==> config.mk <==
export PLATFORM = sky130hd
export DESIGN_NAME = ehit_encoder
export DESIGN_NICKNAME = d
export VERILOG_FILES = /design/src/rtl/ehit_pkg.sv /design/src/rtl/ehit_prio_enc.sv /design/src/rtl/ehit_ctrl.sv /design/src/rtl/ehit_datapath.sv /design/src/rtl/ehit_encoder.sv
export SDC_FILE = /design/constraint.sdc
export NUM_CORES = 1
export LEC_CHECK = 0
export BUFFER_PORTS_ARGS = -buffer_cell sky130_fd_sc_hd__buf_2
export CORE_MARGIN = 1
export CORE_UTILIZATION = 49
export DETAILED_ROUTE_END_ITERATION = 8
export PLACE_DENSITY = 0.79
export SLEW_MARGIN = 15
export SYNTH_ARGS = -nofsm -noshare
export SYNTH_HDL_FRONTEND = slang
export SYNTH_SLANG_ARGS = --single-unit
==> constraint.sdc <==
create_clock -name clk -period 3 [get_ports clk]
set_clock_uncertainty 0.1 [all_clocks]
set_input_delay 0.3 -clock clk [delete_from_list [all_inputs] [get_ports clk]]
set_output_delay 0.3 -clock clk [all_outputs]
set_load 0.05 [all_outputs]
==> src/rtl/ehit_pkg.sv <==
package ehit_pkg;

  // Strobes the control block hands to the datapath each fast cycle
  typedef struct packed {
    logic restart;   // a new crossing window starts with this sample
    logic publish;   // load the closed window's result into the outputs
    logic trusted;   // the window being closed was fully observed
  } ehitCtl_t;

endpackage

==> src/rtl/ehit_prio_enc.sv <==
module ehit_prio_enc #(
  parameter int WIDTH = 64,
  localparam int IDX_W = (WIDTH > 1) ? $clog2(WIDTH) : 1
) (
  input  logic [WIDTH-1:0] vecIn,
  output logic [IDX_W-1:0] lowIdx,
  output logic             anySet
);

  // Lowest set bit wins: the scan runs downward so the last match is the lowest
  always_comb begin
    anySet = |vecIn;
    lowIdx = '0;
    for (int i = WIDTH - 1; i >= 0; i--) begin
      if (vecIn[i]) lowIdx = IDX_W'(i);
    end
  end

endmodule

==> src/rtl/ehit_ctrl.sv <==
module ehit_ctrl
  import ehit_pkg::*;
(
  input  logic     clk,
  input  logic     rstN,
  input  logic     bxStrobe,
  output ehitCtl_t ctl
);

  // Set once the first strobe after reset has opened a complete window
  logic armed;

  always_ff @(posedge clk) begin
    if (!rstN) armed <= 1'b0;
    else if (bxStrobe) armed <= 1'b1;
  end

  always_comb begin
    ctl.restart = bxStrobe;
    ctl.publish = bxStrobe;
    ctl.trusted = armed;
  end

endmodule

==> src/rtl/ehit_datapath.sv <==
module ehit_datapath
  import ehit_pkg::*;
#(
  parameter int NUM_CH = 64,
  localparam int ADDR_W = $clog2(NUM_CH)
) (
  input  logic              clk,
  input  logic              rstN,
  input  ehitCtl_t          ctl,
  input  logic [NUM_CH-1:0] hitIn,
  input  logic [NUM_CH-1:0] chMask,
  output logic [ADDR_W-1:0] outAddr,
  output logic              outValid
);

  logic [NUM_CH-1:0] hitPrev;
  logic [NUM_CH-1:0] freshEdge;
  logic [ADDR_W-1:0] encIdx;
  logic              encAny;
  logic              winFound;
  logic [ADDR_W-1:0] winAddr;
  logic              closeOk;

  // New unmasked rising edges in this sample
  assign freshEdge = hitIn & ~hitPrev & ~chMask;

  ehit_prio_enc #(.WIDTH(NUM_CH)) u_prio (
    .vecIn (freshEdge),
    .lowIdx(encIdx),
    .anySet(encAny)
  );

  assign closeOk = ctl.trusted & winFound;

  always_ff @(posedge clk) begin
    if (!rstN) begin
      hitPrev  <= '0;
      winFound <= 1'b0;
      winAddr  <= '0;
      outValid <= 1'b0;
      outAddr  <= '0;
    end else begin
      hitPrev <= hitIn;
      if (ctl.publish) begin
        outValid <= closeOk;
        outAddr  <= closeOk ? winAddr : '0;
      end
      if (ctl.restart) begin
        winFound <= encAny;
        winAddr  <= encAny ? encIdx : '0;
      end else if (!winFound && encAny) begin
        winFound <= 1'b1;
        winAddr  <= encIdx;
      end
    end
  end

endmodule

==> src/rtl/ehit_encoder.sv <==
module ehit_encoder
  import ehit_pkg::*;
#(
  parameter int NUM_CH = 64,
  localparam int ADDR_W = $clog2(NUM_CH)
) (
  input  logic              clk,
  input  logic              rstN,
  input  logic              bxStrobe,
  input  logic [NUM_CH-1:0] hitIn,
  input  logic [NUM_CH-1:0] chMask,
  output logic [ADDR_W-1:0] hitAddr,
  output logic              hitValid
);

  ehitCtl_t ctl;

  ehit_ctrl u_ctrl (
    .clk     (clk),
    .rstN    (rstN),
    .bxStrobe(bxStrobe),
    .ctl     (ctl)
  );

  ehit_datapath #(.NUM_CH(NUM_CH)) u_dp (
    .clk     (clk),
    .rstN    (rstN),
    .ctl     (ctl),
    .hitIn   (hitIn),
    .chMask  (chMask),
    .outAddr (hitAddr),
    .outValid(hitValid)
  );

endmodule

Word level (Yosys, flattened, before mapping)
Cells that the tools add are included.

Multiplexer cells: 70. Reductions and logical operators: 4. Bitwise logic cells: 5.

Operators with widths (number): two-way mux 6 bit (68); bitwise AND 64 bit (2); inverter 64 bit (2); OR reduction 64 bit (1); two-way mux 1 bit (2); nonzero test 2 bit (1); bitwise AND 1 bit (1); logical AND 1 bit (1); logical NOT 1 bit (1).

Register bits after elaboration: 79. Word-level logic and storage cells: 85. Bits of input ports: 131. Output and inout bits: 7.

Longest topological paths before layout
Depth in word-level cells: 69. Gate-level depth with buffers: 8. Depth with buffers taken out: 7.

By module
From an unflattened synthesis, not the netlist that was laid out.

Cells, all modules: 411. Area total of the unflattened synthesis: 3697.3 µm².

By module, submodules not included: ehit_datapath (area each 2760.1 µm², times used 1, sequential area each 1561.5 µm², cells an instance 261); ehit_prio_enc (area each 887.1 µm², times used 1, sequential area each 0.0 µm², cells an instance 145); ehit_ctrl (area each 50.0 µm², times used 1, sequential area each 20.0 µm², cells an instance 5).

Worst setup path after synthesis
OpenSTA, ideal clock, no wires.

Path kind: input to register. Start: input port hitIn[34]. End: register u_dp.winAddr[2]. Arrival time: 2.129 ns. Stages on the path: 7. Slack: 0.705 ns. Cells stage by stage: nor3b_1 -> or4_4 -> nor4b_4 -> nor3b_4 -> a21boi_2 -> or3b_1 -> a21oi_2.

Word-level cells in the longest chain between the ends: 39. Elaborated cells on any way between the ends: 43.

Ends and longest elaborated chain: start, declared (RTL line ehit_encoder.sv:10) `input logic [NUM_CH-1:0] hitIn,`; bitwise AND 64 bit * (2 in a row) (RTL line ehit_datapath.sv:25) `assign freshEdge = hitIn & ~hitPrev & ~chMask;`; two-way mux 6 bit (35 in a row) (RTL line ehit_prio_enc.sv:15) `if (vecIn[i]) lowIdx = IDX_W'(i);`; two-way mux 6 bit (on tied branches) (RTL line ehit_datapath.sv:51, ehit_datapath.sv:50); two-way mux 6 bit (RTL line ehit_datapath.sv:48) `if (ctl.restart) begin`; end signal, assigned (RTL line ehit_datapath.sv:50) `winAddr <= encAny ? encIdx : '0;`; end signal, assigned (RTL line ehit_datapath.sv:53) `winAddr <= encIdx;`; end, declared (RTL line ehit_datapath.sv:21) `logic [ADDR_W-1:0] winAddr;`.

Mark *: on every way between the ends. The rest lies on a longest branch, timed or not. The select of a mux whose other input is x is not followed. A chain may end at the register's enable or synchronous reset.

Worst setup path in the final report
Start: register u_dp.hitPrev[20]. End: register u_dp.winAddr[1].

Word-level cells in the longest chain between the ends: 26. Elaborated cells on any way between the ends: 30.

Ends and longest elaborated chain: start, declared (RTL line ehit_datapath.sv:16) `logic [NUM_CH-1:0] hitPrev;`; start signal, assigned (RTL line ehit_datapath.sv:43) `hitPrev <= hitIn;`; inverter 64 bit * (RTL line ehit_datapath.sv:25); bitwise AND 64 bit * (2 in a row) (RTL line ehit_datapath.sv:25); two-way mux 6 bit (21 in a row) (RTL line ehit_prio_enc.sv:15); two-way mux 6 bit (on tied branches) (RTL line ehit_datapath.sv:51, ehit_datapath.sv:50); two-way mux 6 bit (RTL line ehit_datapath.sv:48).

Marked as above.

==> reports/results.md <==
| Group | Result | Reported |
| --- | --- | --- |
| power and ir drop | Relative contribution of sequential cells to total power | 46.9% |
| clock tree | Clk_lat worst skew | 0.36 ns |
| clock tree | Root buffer cell | sky130_fd_sc_hd__clkbuf_8 |
| synthesis | Gate count after technology mapping | 405 |
| worst setup path | Worst path top cell family by delay | compound AO/OA/AOI/OAI gates |
| final layout | # diodes | 0 |
| sta | Normalized max-slew margin | 55.1% |
| final layout | Area added between synthesis and finish | 26.3% |
| routing | DRC marker count from the first detailed-route iteration | 163 |
| sta | Hold Worst Slack | 0.0452 ns |
| global routing | Total grt overflow | 0 |
| global routing | Initial antenna violation count | 0 |
| routing | Average wire per standard cell | 14.3 µm |
| routing | Overall via count from detail_route | 3454 |
| worst setup path | Worst EP required | 3.16 ns |
| placement | Number of buffers added on ports | 137 |
| power and ir drop | Areal power density over the cells | 504 mW/mm² |
| global routing | Vias in the first global route | 3251 |
| synthesis | Syn_area_per_cell | 9.28 µm² |
| clock tree | CTS H-tree lvls | 3 |
| routing | Total wire length | 9.26 mm |
| worst setup path | CP Capture Type | flip-flop |
| clock tree | Post-cts gate resize count | 0 |
| synthesis | Post-synth EDFFs | 0 |
| synthesis | Dominant combinational cell family by area after synthesis | simple AND/OR/NAND/NOR gates |
| global routing | Highest-utilization routing layer at the global route stage | met2 |
| synthesis | Yosys warning total | 0 |
| power and ir drop | Worst IR Drop VDD | 0.283 mV |
| worst setup path | Master of the slowest instance on the critical path | sky130_fd_sc_hd__a2111oi_0 |
| placement | Final weighted congestion in routability-driven placement | 0.843 |
| final layout | Most frequent cells in the layout | sky130_fd_sc_hd__buf_2 (137), sky130_fd_sc_hd__dfxtp_1 (79), sky130_fd_sc_hd__and2_1 (64) |
| worst hold path | Worst Hold Class | in2reg |
| routing | Count of unresolved DRC violations after routing | 0 |
| flow run | Max-cap violations | 0 |
| power and ir drop | LEAKAGE | 2.08 nW |
| placement | Detailed Place HPWL | 7.10 mm |
| worst setup path | Maximum fanout count along the critical path | 3 |
| die | Starting density of the core | 51.3% |
| clock tree | Clk buf depth | 2 |
| sta | Peak Freq | 409 MHz |
| power and ir drop | Final Power | 2.39 mW |
| synthesis | Xor and xnor area share after synthesis | 0% |
| power and ir drop | Sw Pwr | 0.604 mW |
| worst setup path | Buf/Inv on CP | 0 |
| synthesis | Share of cell area taken by muxes after synthesis | 0.266% |
| clock tree | Clock-pin slew reported for the worst setup and hold paths after clock tree synthesis | 0.08 ns |
| global routing | Largest net degree at the start of global routing | 45 |
| synthesis | Simple-gate area share of the yosys netlist | 42.9% |
| worst setup path | Crit Path Category | reg2reg |
| final layout | Final net count | 675 |
| clock tree | TritonCTS clock tree | built |
| sta | Portion of the clock cycle consumed by the worst path in the final layout | 81.5% |
| outcome | Outcome | complete, no violations |
| synthesis | Largest cells by area after synthesis | sky130_fd_sc_hd__dfxtp_1 (42%), sky130_fd_sc_hd__and2_1 (11%), sky130_fd_sc_hd__nor3b_1 (8.0%) |
| synthesis | Net Count, Synth | 536 |
| die | IO Pins | 138 |
| sta | Total count of max-transition violations in the final report | 0 |
| global routing | GR met3 Demand/Resource | 4.57% |
| synthesis | Seq cells post-synth | 79 |
| clock tree | Total of hold buffers inserted after clock tree synthesis | 0 |
| sta | Time the worst path needs with I/O delays and setup | 2.44 ns |
| synthesis | Synth Area in Adders | 0% |
| worst setup path | Arrival @ worst endpoint | 2.60 ns |
| synthesis | Async S/R FF share, synth | 0% |
| sta | Worst Tran Pin Value | 0.673 ns |
| worst setup path | Element type at the critical path start | flip-flop |
| global routing | Fraction of met2 tracks used by global routing | 38.7% |
| power and ir drop | Part of the total power dissipated in the clock network | 36.5% |
| sta | # setup viols final | 0 |
| final layout | Fraction of final layout cells with drive strength greater than 1 | 33.2% |
| clock tree | Postcts setup bufs | 0 |
| final layout | Most common cell after layout, fill and taps aside | sky130_fd_sc_hd__buf_2 |
| synthesis | Share of the synthesized area in the top cell type | 42.1% |
| synthesis | Library cell with the largest summed area after synthesis | sky130_fd_sc_hd__dfxtp_1 |
| routing | Ratio of routed vias to standard cells | 5.33 |
| synthesis | Share of synthesized area occupied by flip-flops and latches | 42.1% |
| die | Horizontal die dimension | 89.6 µm |
| die | Rows | 31 |
| power and ir drop | Design internal power | 1.79 mW |
| power and ir drop | Share of total power consumed by net switching | 25.3% |
| synthesis | Post-synthesis cell type count | 59 |
| global routing | GR Util met1 | 30.1% |
| power and ir drop | Power share of the combinational group | 16.6% |
| die | Floorplan die area | 0.00802 mm² |
| die | Core region area | 0.00733 mm² |
| sta | Setup repair after global routing missed its margin | no |
| synthesis | Primary FF master, synth | sky130_fd_sc_hd__dfxtp_1 |
| worst setup path | Cells along the critical path | or3b_1 -> nor2b_1 -> or4b_1 -> a2111oi_0 -> o41ai_1 -> a311oi_1 |
| global routing | GRT Overall Usage | 23.5% |
| synthesis | Netlist Area Pre-Place | 0.00376 mm² |
| synthesis | Fraction of the mapped netlist area in compound gates | 12.4% |
| routing | Number of antenna-violating nets in the routed design | 0 |
| clock tree | Num CTS Buffers | 9 |
| clock tree | CTS sink count | 79 |
| sta | Sum Neg Setup Slack | 0 ns |
| die | Height of the chip | 89.6 µm |
| worst setup path | Largest stage delay on the critical path | 0.57 ns |
| global routing | First-pass GRT wire length | 14.5 mm |
| sta | Count of final hold-check violations | 0 |
| routing | Number of search-and-repair iterations in the first detailed-routing pass | 4 |
[worst reg2reg max path: cells and delay by family (launching register included)]
| kind | cells | cell delay, ns |
|---|---|---|
| AO/OA/AOI/OAI | 3 | 1.11 |
| AND/OR/NAND/NOR | 3 | 0.85 |
| flip-flops | 1 | 0.31 |
[power by group through the flow]
stage / Combinational [mW] / Clock, mW / Sequential (mW)
finish: 0.398 / 0.873 / 1.12
detailed placement: 0.392 / 0 / 1.15
global route: 0.439 / 0.941 / 1.13
floorplan: 0.240 / 0 / 1.14
global placement: 0.382 / 0 / 1.14
CTS: 0.397 / 0.888 / 1.12
[final timing paths]
path	startpoint	end	slack, ns	cells after the start
worst max-delay path	u_dp.hitPrev[20]$_SDFF_PN0_	u_dp.winAddr[1]$_SDFFE_PN0P_	0.56	6
worst min-delay path	hitIn[59]	u_dp.hitPrev[59]$_SDFF_PN0_	0.05	2
worst max register to register	u_dp.hitPrev[20]$_SDFF_PN0_	u_dp.winAddr[1]$_SDFFE_PN0P_	0.56	6
worst min register to register	u_dp.outAddr[3]$_SDFFE_PN0P_	u_dp.outAddr[3]$_SDFFE_PN0P_	0.36	2
[logic make-up (layout without fill, tap and decap cells)]
| family | Yosys count | count (layout) |
|---|---|---|
| flip-flops | 79 | 79 |
| multiplexers | 1 | 1 |
| AO/OA/AOI/OAI | 68 | 68 |
| AND/OR/NAND/NOR | 239 | 239 |
| buffers and inverters | 18 | 162 |
[metrics by stage]
| step | area [µm²] | utilization, % | worst slack (ns) | instances |
|---|---|---|---|---|
| after floorplan | 3760 | - | 0.705 | 405 |
| final | 4750 | 64.8 | 0.556 | 648 |
| after global placement | 4530 | 61.8 | 0.418 | 632 |
| after detailed placement | 4530 | 61.8 | 0.390 | 632 |
| after CTS | 4750 | 64.8 | 0.552 | 648 |
| after global routing | 4750 | 64.8 | 0.383 | 648 |
[Yosys cell counts, types with 8 or more instances]
master                      n
sky130_fd_sc_hd__dfxtp_1   79
sky130_fd_sc_hd__and2_1    64
sky130_fd_sc_hd__nor2_1    25
sky130_fd_sc_hd__nand3_1   11
sky130_fd_sc_hd__clkbuf_1   9
sky130_fd_sc_hd__or3b_1    20
sky130_fd_sc_hd__a21oi_1   18
sky130_fd_sc_hd__nand2_1   20
sky130_fd_sc_hd__nor3b_1   40
sky130_fd_sc_hd__nor3_1     8
[state kept, by name, indices dropped and copies added, names as in the netlist]
name           flops
u_dp.hitPrev      64
u_dp.outAddr       6
u_dp.winAddr       6
u_ctrl.armed       1
u_dp.outValid      1
u_dp.winFound      1
[area by class of cell]
| type | count | area [µm²] |
|---|---|---|
| fill | 639 | 2580 |
| multi-input combinational | 308 | 2090 |
| sequential | 79 | 1580 |
| timing repair buffer | 140 | 708 |
| clock buffer | 10 | 138 |
| tap | 99 | 124 |
| clock inverter | 6 | 83.8 |
| inverter | 6 | 22.5 |
[per-layer routing]
metal / up-vias / routed length, µm
met2: 90 / 4440
met4: 0 / 166
met5: - / 0
li1: 1750 / -
met1: 1595 / 4200
met3: 19 / 449
Power figures use the tool's default switching activity.
